## config.mk

```make
export PLATFORM = sky130hd
export DESIGN_NAME = dmaw_top
export DESIGN_NICKNAME = d
export VERILOG_FILES = /design/src/rtl/dmaw_pkg.sv /design/src/rtl/dmaw_regs.sv /design/src/rtl/dmaw_pack.sv /design/src/rtl/dmaw_ctrl.sv /design/src/rtl/dmaw_top.sv
export SDC_FILE = /design/constraint.sdc
export NUM_CORES = 2
export LEC_CHECK = 0
export ABC_AREA = 1
export BUFFER_PORTS_ARGS = -buffer_cell sky130_fd_sc_hd__buf_4
export CAP_MARGIN = 5
export CORE_AREA = 2 2 447 449
export DETAILED_ROUTE_END_ITERATION = 8
export DIE_AREA = 0 0 449 451
export SYNTH_ARGS = -nofsm -noshare
export SYNTH_HDL_FRONTEND = slang
export SYNTH_SLANG_ARGS = --single-unit
```

## constraint.sdc

```tcl
create_clock -name clk -period 4.4 [get_ports clk]
set_clock_uncertainty 0.05 [all_clocks]
set_input_delay 0.44 -clock clk [delete_from_list [all_inputs] [get_ports clk]]
set_output_delay 0.44 -clock clk [all_outputs]
set_load 0.1 [all_outputs]
```

## src/rtl/dmaw_pkg.sv

```systemverilog
package dmaw_pkg;

    typedef enum logic [1:0] {
        ST_IDLE  = 2'd0,
        ST_FILL  = 2'd1,
        ST_ISSUE = 2'd2
    } dmaw_state_t;

    localparam int REG_CTRL     = 0;
    localparam int REG_CMD      = 1;
    localparam int REG_STAT     = 2;

    localparam int CTRL_RUN_BIT = 0;
    localparam int CTRL_PAT_BIT = 1;
    localparam int CMD_BME_BIT  = 2;
    localparam int STAT_OVF_BIT = 0;
    localparam int STAT_IDX_LSB = 4;

endpackage

```

## src/rtl/dmaw_regs.sv

```systemverilog
module dmaw_regs
    import dmaw_pkg::*;
#(
    parameter int ADDR_W  = 32,
    parameter int NUM_PTR = 4,
    parameter int IDX_W   = 2,
    parameter int REG_AW  = 3
) (
    input  logic                      clk,
    input  logic                      rst_n,
    input  logic                      wr_en,
    input  logic [REG_AW-1:0]         addr,
    input  logic [31:0]               wr_data,
    output logic [31:0]               rd_data,
    input  logic                      ovf_evt,
    input  logic [IDX_W-1:0]          cur_idx,
    output logic                      run,
    output logic                      pat_mode,
    output logic                      bme,
    output logic                      ovf_flag,
    output logic [NUM_PTR*ADDR_W-1:0] base_flat
);

    logic              run_q, pat_q, bme_q, ovf_q;
    logic [ADDR_W-1:0] ptr_q [NUM_PTR];
    logic              sel_tab;
    logic [IDX_W-1:0]  sel_idx;
    logic              stat_clr;

    assign sel_tab  = addr[REG_AW-1];
    assign sel_idx  = addr[IDX_W-1:0];
    assign stat_clr = wr_en && (addr == REG_AW'(REG_STAT)) && wr_data[STAT_OVF_BIT];

    always_ff @(posedge clk) begin
        if (!rst_n) begin
            run_q <= 1'b0;
            pat_q <= 1'b0;
            bme_q <= 1'b0;
            for (int i = 0; i < NUM_PTR; i++) ptr_q[i] <= '0;
        end else if (wr_en) begin
            if (sel_tab) begin
                ptr_q[sel_idx] <= wr_data[ADDR_W-1:0];
            end else if (addr == REG_AW'(REG_CTRL)) begin
                run_q <= wr_data[CTRL_RUN_BIT];
                pat_q <= wr_data[CTRL_PAT_BIT];
            end else if (addr == REG_AW'(REG_CMD)) begin
                bme_q <= wr_data[CMD_BME_BIT];
            end
        end
    end

    always_ff @(posedge clk) begin
        if (!rst_n)        ovf_q <= 1'b0;
        else if (ovf_evt)  ovf_q <= 1'b1;
        else if (stat_clr) ovf_q <= 1'b0;
    end

    always_comb begin
        rd_data = '0;
        if (sel_tab) begin
            rd_data = 32'(ptr_q[sel_idx]);
        end else if (addr == REG_AW'(REG_CTRL)) begin
            rd_data[CTRL_RUN_BIT] = run_q;
            rd_data[CTRL_PAT_BIT] = pat_q;
        end else if (addr == REG_AW'(REG_CMD)) begin
            rd_data[CMD_BME_BIT] = bme_q;
        end else if (addr == REG_AW'(REG_STAT)) begin
            rd_data[STAT_OVF_BIT]               = ovf_q;
            rd_data[STAT_IDX_LSB +: IDX_W]      = cur_idx;
        end
    end

    generate
        for (genvar g = 0; g < NUM_PTR; g++) begin : g_base
            assign base_flat[g*ADDR_W +: ADDR_W] = ptr_q[g];
        end
    endgenerate

    assign run      = run_q;
    assign pat_mode = pat_q;
    assign bme      = bme_q;
    assign ovf_flag = ovf_q;

endmodule

```

## src/rtl/dmaw_pack.sv

```systemverilog
module dmaw_pack #(
    parameter int WORD_W = 32,
    parameter int WORDS  = 32
) (
    input  logic                    clk,
    input  logic                    rst_n,
    input  logic                    cap,
    input  logic                    clr,
    input  logic                    pat_mode,
    input  logic [WORD_W-1:0]       smp_data,
    output logic                    cap_last,
    output logic [WORDS*WORD_W-1:0] payload
);

    localparam int CNT_W = (WORDS > 1) ? $clog2(WORDS) : 1;

    logic [CNT_W-1:0]        wcnt_q;
    logic [WORD_W-1:0]       pat_q;
    logic [WORDS*WORD_W-1:0] stage_q;
    logic [WORD_W-1:0]       word_in;
    logic                    at_last;

    assign at_last  = (wcnt_q == CNT_W'(WORDS - 1));
    assign cap_last = cap && at_last;
    assign word_in  = pat_mode ? pat_q : smp_data;

    always_ff @(posedge clk) begin
        if (!rst_n) begin
            wcnt_q <= '0;
            pat_q  <= '0;
        end else if (clr) begin
            wcnt_q <= '0;
            pat_q  <= '0;
        end else if (cap) begin
            wcnt_q <= at_last ? '0 : wcnt_q + CNT_W'(1);
            pat_q  <= pat_q + WORD_W'(1);
        end
    end

    always_ff @(posedge clk) begin
        if (!rst_n)   stage_q <= '0;
        else if (cap) stage_q[wcnt_q*WORD_W +: WORD_W] <= word_in;
    end

    assign payload = stage_q;

endmodule

```

## src/rtl/dmaw_ctrl.sv

```systemverilog
module dmaw_ctrl
    import dmaw_pkg::*;
#(
    parameter int ADDR_W      = 32,
    parameter int NUM_PTR     = 4,
    parameter int IDX_W       = 2,
    parameter int BUF_BYTES   = 2097152,
    parameter int BURST_BYTES = 128
) (
    input  logic                      clk,
    input  logic                      rst_n,
    input  logic                      run,
    input  logic                      bme,
    input  logic                      smp_valid,
    input  logic                      cap_last,
    input  logic                      req_ready,
    input  logic [NUM_PTR*ADDR_W-1:0] base_flat,
    output logic                      req_valid,
    output logic [ADDR_W-1:0]         req_addr,
    output logic                      cap_en,
    output logic                      clr,
    output logic                      ovf_evt,
    output logic                      buf_done,
    output logic [IDX_W-1:0]          cur_idx
);

    localparam int OFF_W    = $clog2(BUF_BYTES);
    localparam int LAST_OFF = BUF_BYTES - BURST_BYTES;

    dmaw_state_t       state_q, state_d;
    logic [IDX_W-1:0]  idx_q;
    logic [OFF_W-1:0]  off_q;
    logic              done_q;
    logic              accept;
    logic              buf_end;

    assign accept  = req_valid && req_ready;
    assign buf_end = (off_q == OFF_W'(LAST_OFF));

    always_comb begin
        state_d = state_q;
        unique case (state_q)
            ST_IDLE:  if (run) state_d = ST_FILL;
            ST_FILL: begin
                if (!run)          state_d = ST_IDLE;
                else if (cap_last) state_d = ST_ISSUE;
            end
            ST_ISSUE: if (accept) state_d = run ? ST_FILL : ST_IDLE;
            default:  state_d = ST_IDLE;
        endcase
    end

    always_ff @(posedge clk) begin
        if (!rst_n) state_q <= ST_IDLE;
        else        state_q <= state_d;
    end

    always_comb begin
        req_valid = (state_q == ST_ISSUE) && bme;
        cap_en    = run && ((state_q == ST_FILL) ||
                            ((state_q == ST_ISSUE) && req_ready && bme));
        clr       = (state_d == ST_IDLE);
        ovf_evt   = (state_q == ST_ISSUE) && smp_valid && !(req_ready && bme);
    end

    always_ff @(posedge clk) begin
        if (!rst_n) begin
            idx_q  <= '0;
            off_q  <= '0;
            done_q <= 1'b0;
        end else begin
            done_q <= accept && buf_end;
            if (clr) begin
                idx_q <= '0;
                off_q <= '0;
            end else if (accept) begin
                if (buf_end) begin
                    off_q <= '0;
                    idx_q <= (idx_q == IDX_W'(NUM_PTR - 1)) ? '0 : idx_q + IDX_W'(1);
                end else begin
                    off_q <= off_q + OFF_W'(BURST_BYTES);
                end
            end
        end
    end

    assign req_addr = base_flat[idx_q*ADDR_W +: ADDR_W] + ADDR_W'(off_q);
    assign buf_done = done_q;
    assign cur_idx  = idx_q;

endmodule

```

## src/rtl/dmaw_top.sv

```systemverilog
module dmaw_top #(
    parameter int ADDR_W      = 32,
    parameter int WORD_W      = 32,
    parameter int NUM_PTR     = 4,
    parameter int BURST_BYTES = 128,
    parameter int BUF_BYTES   = 2097152,
    localparam int WORDS      = BURST_BYTES * 8 / WORD_W,
    localparam int PAY_W      = WORDS * WORD_W,
    localparam int IDX_W      = (NUM_PTR > 1) ? $clog2(NUM_PTR) : 1,
    localparam int REG_AW     = IDX_W + 1
) (
    input  logic              clk,
    input  logic              rst_n,
    input  logic              reg_wr,
    input  logic [REG_AW-1:0] reg_addr,
    input  logic [31:0]       reg_wdata,
    output logic [31:0]       reg_rdata,
    input  logic              smp_valid,
    input  logic [WORD_W-1:0] smp_data,
    output logic              req_valid,
    input  logic              req_ready,
    output logic [ADDR_W-1:0] req_addr,
    output logic [PAY_W-1:0]  req_payload,
    output logic              buf_done
);

    logic                      run, pat_mode, bme, ovf_flag, ovf_evt;
    logic                      cap_en, cap, cap_last, clr;
    logic [IDX_W-1:0]          cur_idx;
    logic [NUM_PTR*ADDR_W-1:0] base_flat;

    assign cap = cap_en && smp_valid;

    dmaw_regs #(
        .ADDR_W(ADDR_W), .NUM_PTR(NUM_PTR), .IDX_W(IDX_W), .REG_AW(REG_AW)
    ) u_regs (
        .clk(clk), .rst_n(rst_n), .wr_en(reg_wr), .addr(reg_addr),
        .wr_data(reg_wdata), .rd_data(reg_rdata), .ovf_evt(ovf_evt),
        .cur_idx(cur_idx), .run(run), .pat_mode(pat_mode), .bme(bme),
        .ovf_flag(ovf_flag), .base_flat(base_flat)
    );

    dmaw_pack #(
        .WORD_W(WORD_W), .WORDS(WORDS)
    ) u_pack (
        .clk(clk), .rst_n(rst_n), .cap(cap), .clr(clr), .pat_mode(pat_mode),
        .smp_data(smp_data), .cap_last(cap_last), .payload(req_payload)
    );

    dmaw_ctrl #(
        .ADDR_W(ADDR_W), .NUM_PTR(NUM_PTR), .IDX_W(IDX_W),
        .BUF_BYTES(BUF_BYTES), .BURST_BYTES(BURST_BYTES)
    ) u_ctrl (
        .clk(clk), .rst_n(rst_n), .run(run), .bme(bme), .smp_valid(smp_valid),
        .cap_last(cap_last), .req_ready(req_ready), .base_flat(base_flat),
        .req_valid(req_valid), .req_addr(req_addr), .cap_en(cap_en), .clr(clr),
        .ovf_evt(ovf_evt), .buf_done(buf_done), .cur_idx(cur_idx)
    );

endmodule

```

==> run_results.csv <==
group,metric,value,unit
logic_synthesis,synth_nets,7348,
floorplanning,ios,1162,
floorplanning,std_cell_rows,164,
routing,route.detailed.wl_per_inst,24.9,µm
grt,global_route.usage.total,0.258,
finish,layout.cell_area.non_filler,0.0689,mm²
routing,initialDrtViolationCount,5757,
finish,flow.area_growth_from_synthesis,34.3,%
logic_synthesis,synth_seq_cells,1212,
grt,overflow,0,
grt,number_of_antenna_violations_at_the_first_check_in_global_routing,23,
clocking,cts.root.buffer_cell,"clkbuf_16",
pwr,worst_ir_drop_vdd,345,µV
worst_setup_path,worstSetupEndpointType,"output port",
logic_synthesis,postSynthCellCount,7254,
floorplanning,die_h,451,µm
timing,max_slew_headroom_at_the_worst_pin,0.104,
finish,final_nets,8411,
placement,port_buffers,1161,
clocking,clk_pin_slew_worst_paths,60,ps
logic_synthesis,synthDominantAreaCellType,"dfxtp_1",
routing,drtPass1Iterations,6,
floorplanning,initial_utilization,0.259,
placement,dpl.hpwl,205,mm
clocking,number_of_buffers_created_by_cts,145,
worst_setup_path,path_class,"reg2out",
logic_synthesis,distinct_cells_synth,41,
placement,placed_cell_area,0.0635,mm²
timing,setup_violations,0,
timing,post-route-min-period,4260,ps
logic_synthesis,yosysSeqAreaShare,0.498,
routing,route.detailed.drc,0,
grt,grt_pass1_wl,380,mm
timing,fmax,235,MHz
floorplanning,design.die.area,0.202,mm²
outcome,outcome,"finished clean",
clocking,ctsHtreeMaxLevel,4,
timing,tightestPinTransition,1340,ps
job,maxCapViolations,0,
routing,via_per_inst,4.99,
pwr,cellPowerDensity,361,mW/mm²
routing,antenna_left,0,
finish,final.fill_count,21100,
timing,report.final.slew_viol_count,0,
timing,finalHoldViolCount,0,
placement,gp_routability_congestion,0.951,
clocking,numClockSinks,1212,
worst_setup_path,cp_data_arrival_time,3770,ps
logic_synthesis,mappedNetlistArea,0.0513,mm²
grt,grt_pass1_vias,50600,
floorplanning,die_width,449,µm
routing,finalWirelength,276,mm
clocking,cts_max_path_bufs,3,
worst_setup_path,critical_path_required,3910,ps
pwr,leakagePower,0.0306,µW
logic_synthesis,syn_avg_cell_area,7.07,µm²
finish,fraction_of_final_layout_cells_with_drive_strength_greater_than_1,0.200,
routing,dr_total_vias,55400,
timing,post-route-period-util,0.969,
logic_synthesis,synth_top_cells_by_area,"dfxtp_1 42%, nor2_1 16%, nand2_1 9.0%",
grt,largest_net_degree_at_the_start_of_global_routing,250,
finish,commonest_non_fill_non_tap_cell_in_the_layout,"nor2_1",
hold_path,min-delay-path-class,"in2reg",
clocking,tritoncts,"built",
worst_setup_path,worstSetupStartpointType,"flip-flop",
logic_synthesis,post-synth-top-area-fraction,0.423,
worst_setup_path,timing.critical_path.fanout_max,7,
finish,layout.cells.most_common_list,"2184 x nor2_1, 1361 x buf_4, 1232 x nand2_1, 1083 x dfxtp_1, 666 x o21ai_0",
floorplanning,core-area,0.198,mm²
logic_synthesis,yosysWarnings,0,
finish,postLayoutCoreUtil,0.348,
clocking,clk_latency,830,ps
[registers in the layout (all words and copies together), names as in the netlist]
signal	flops
u_pack.payload	1024
u_regs.ptr_q	128
u_pack.pat_q	32
u_ctrl.off_q	14
u_pack.wcnt_q	5
u_ctrl.cur_idx	2
u_ctrl.state_q	2
u_ctrl.buf_done	1
u_regs.bme	1
u_regs.ovf_flag	1
u_regs.pat_mode	1
u_regs.run	1
[worst max-delay path, cell delays in order, from the launching register on]
cell and delay (ps):
dfxtp_2 370, clkinvlp_4 190, buf_4 210, o21ai_0 270, o22ai_2 190, ha_4 320
nand2_1 130, o21ai_0 310, a21oi_1 80, nand2_1 210, nand2_1 110, nand2_1 70
nand2_1 50, nand2_1 120, buf_4 320
[cell type report]
| type | count | area (µm²) | share of cell area |
|---|---|---|---|
| flip-flops and latches | 1212 | 25500 | 0.371 |
| multi-input cells | 5077 | 22300 | 0.324 |
| repair buffers | 1429 | 11200 | 0.162 |
| clock buffers | 202 | 4040 | 0.0586 |
| well taps | 2656 | 3320 | 0.0482 |
| inverters | 452 | 1720 | 0.0250 |
| clock inverters | 61 | 811 | 0.0118 |
| diodes | 3 | 7.51 | 0.000109 |
[logic make-up (layout without fill, tap and decap cells)]
logic type / Yosys count / count (layout) / synth area share
buffers and inverters: 965 / 2144 / 0.0719
and+or+nand+nor: 3960 / 3960 / 0.310
DFF: 1212 / 1212 / 0.498
adders and majority gates: 22 / 22 / 0.00536
other: 1 / 4 / 0.0000731
xor gates and xnor gates: 52 / 52 / 0.00887
AOI/OAI and AO/OA: 1042 / 1042 / 0.106
[worst paths after layout]
| kind | slack (ps) | cells after the start | start | to |
|---|---|---|---|---|
| hold reg to reg | 420 | 2 | u_pack.payload[211] | u_pack.payload[211] |
| hold / removal | 100 | 4 | reg_wr | u_regs.pat_mode |
| setup reg to reg | 550 | 13 | u_pack.wcnt_q[0] | u_pack.payload[308] |
| setup / recovery | 140 | 14 | u_ctrl.cur_idx[0] | req_addr[20] |
[stage by stage]
| stage | total power, µW | instances | setup TNS (ps) | worst slack, ps | hold slack (ps) |
|---|---|---|---|---|---|
| global placement | 12800 | 10800 | 0 | 596 | 404 |
| finish | 24900 | 11100 | 0 | 136 | 97.7 |
| CTS | 25000 | 11100 | 0 | 6.91 | 10.4 |
| detailed placement | 12800 | 10800 | 0 | 570 | 408 |
| floorplan | 12300 | 7254 | 0 | 10.2 | 394 |
| global route | 25600 | 11100 | -765 | -111 | 97.1 |
[power by group]
group	leakage (µW)	switching [µW]	internal [µW]
clock network	0.00236	5290	7050
registers	0.00996	38.9	11200
logic	0.0183	955	334
total	0.0306	6290	18600
[layer usage]
metal	global-route usage	share of wire
met1	0.316	0.39
met2	0.402	0.45
met3	0.0636	0.090
met4	0.169	0.076
met5	0	0.00067
[synthesized netlist by cell type]
cell,count
clkinv_1,3
o311a_1,1
o31ai_1,2
nor2_4,1
nor2_2,2
nand3b_1,4
buf_2,50
ha_1,22
o21ai_1,16
edfxtp_1,128
xor2_1,41
a31oi_1,1
nand3_2,2
nand2_1,1236
xnor2_1,11
inv_1,433
or2_2,1
a21oi_1,262
dfxtp_1,1084
buf_4,1
inv_2,16
a41oi_1,1
nor3_1,90
a31o_2,1
a21oi_2,1
a32oi_1,1
o21bai_1,1
nand4_1,284
o22ai_1,26
nand2_2,2
nor2_1,2198
nor3_2,2
o211ai_1,2
a21o_1,3
a22oi_1,42
clkbuf_1,392
o21ai_0,672
nand3_1,138
a221oi_1,10
conb_1,1
buf_1,70
[repair_timing]
item	in CTS	in global routing
hold buffers	35	0
gates resized for setup	23	25
setup buffers	6	2
hold endpoints to repair	132	0
pin swaps	2	7
setup endpoints to repair	19	17
No activity file was read; power rests on OpenSTA's default activity.
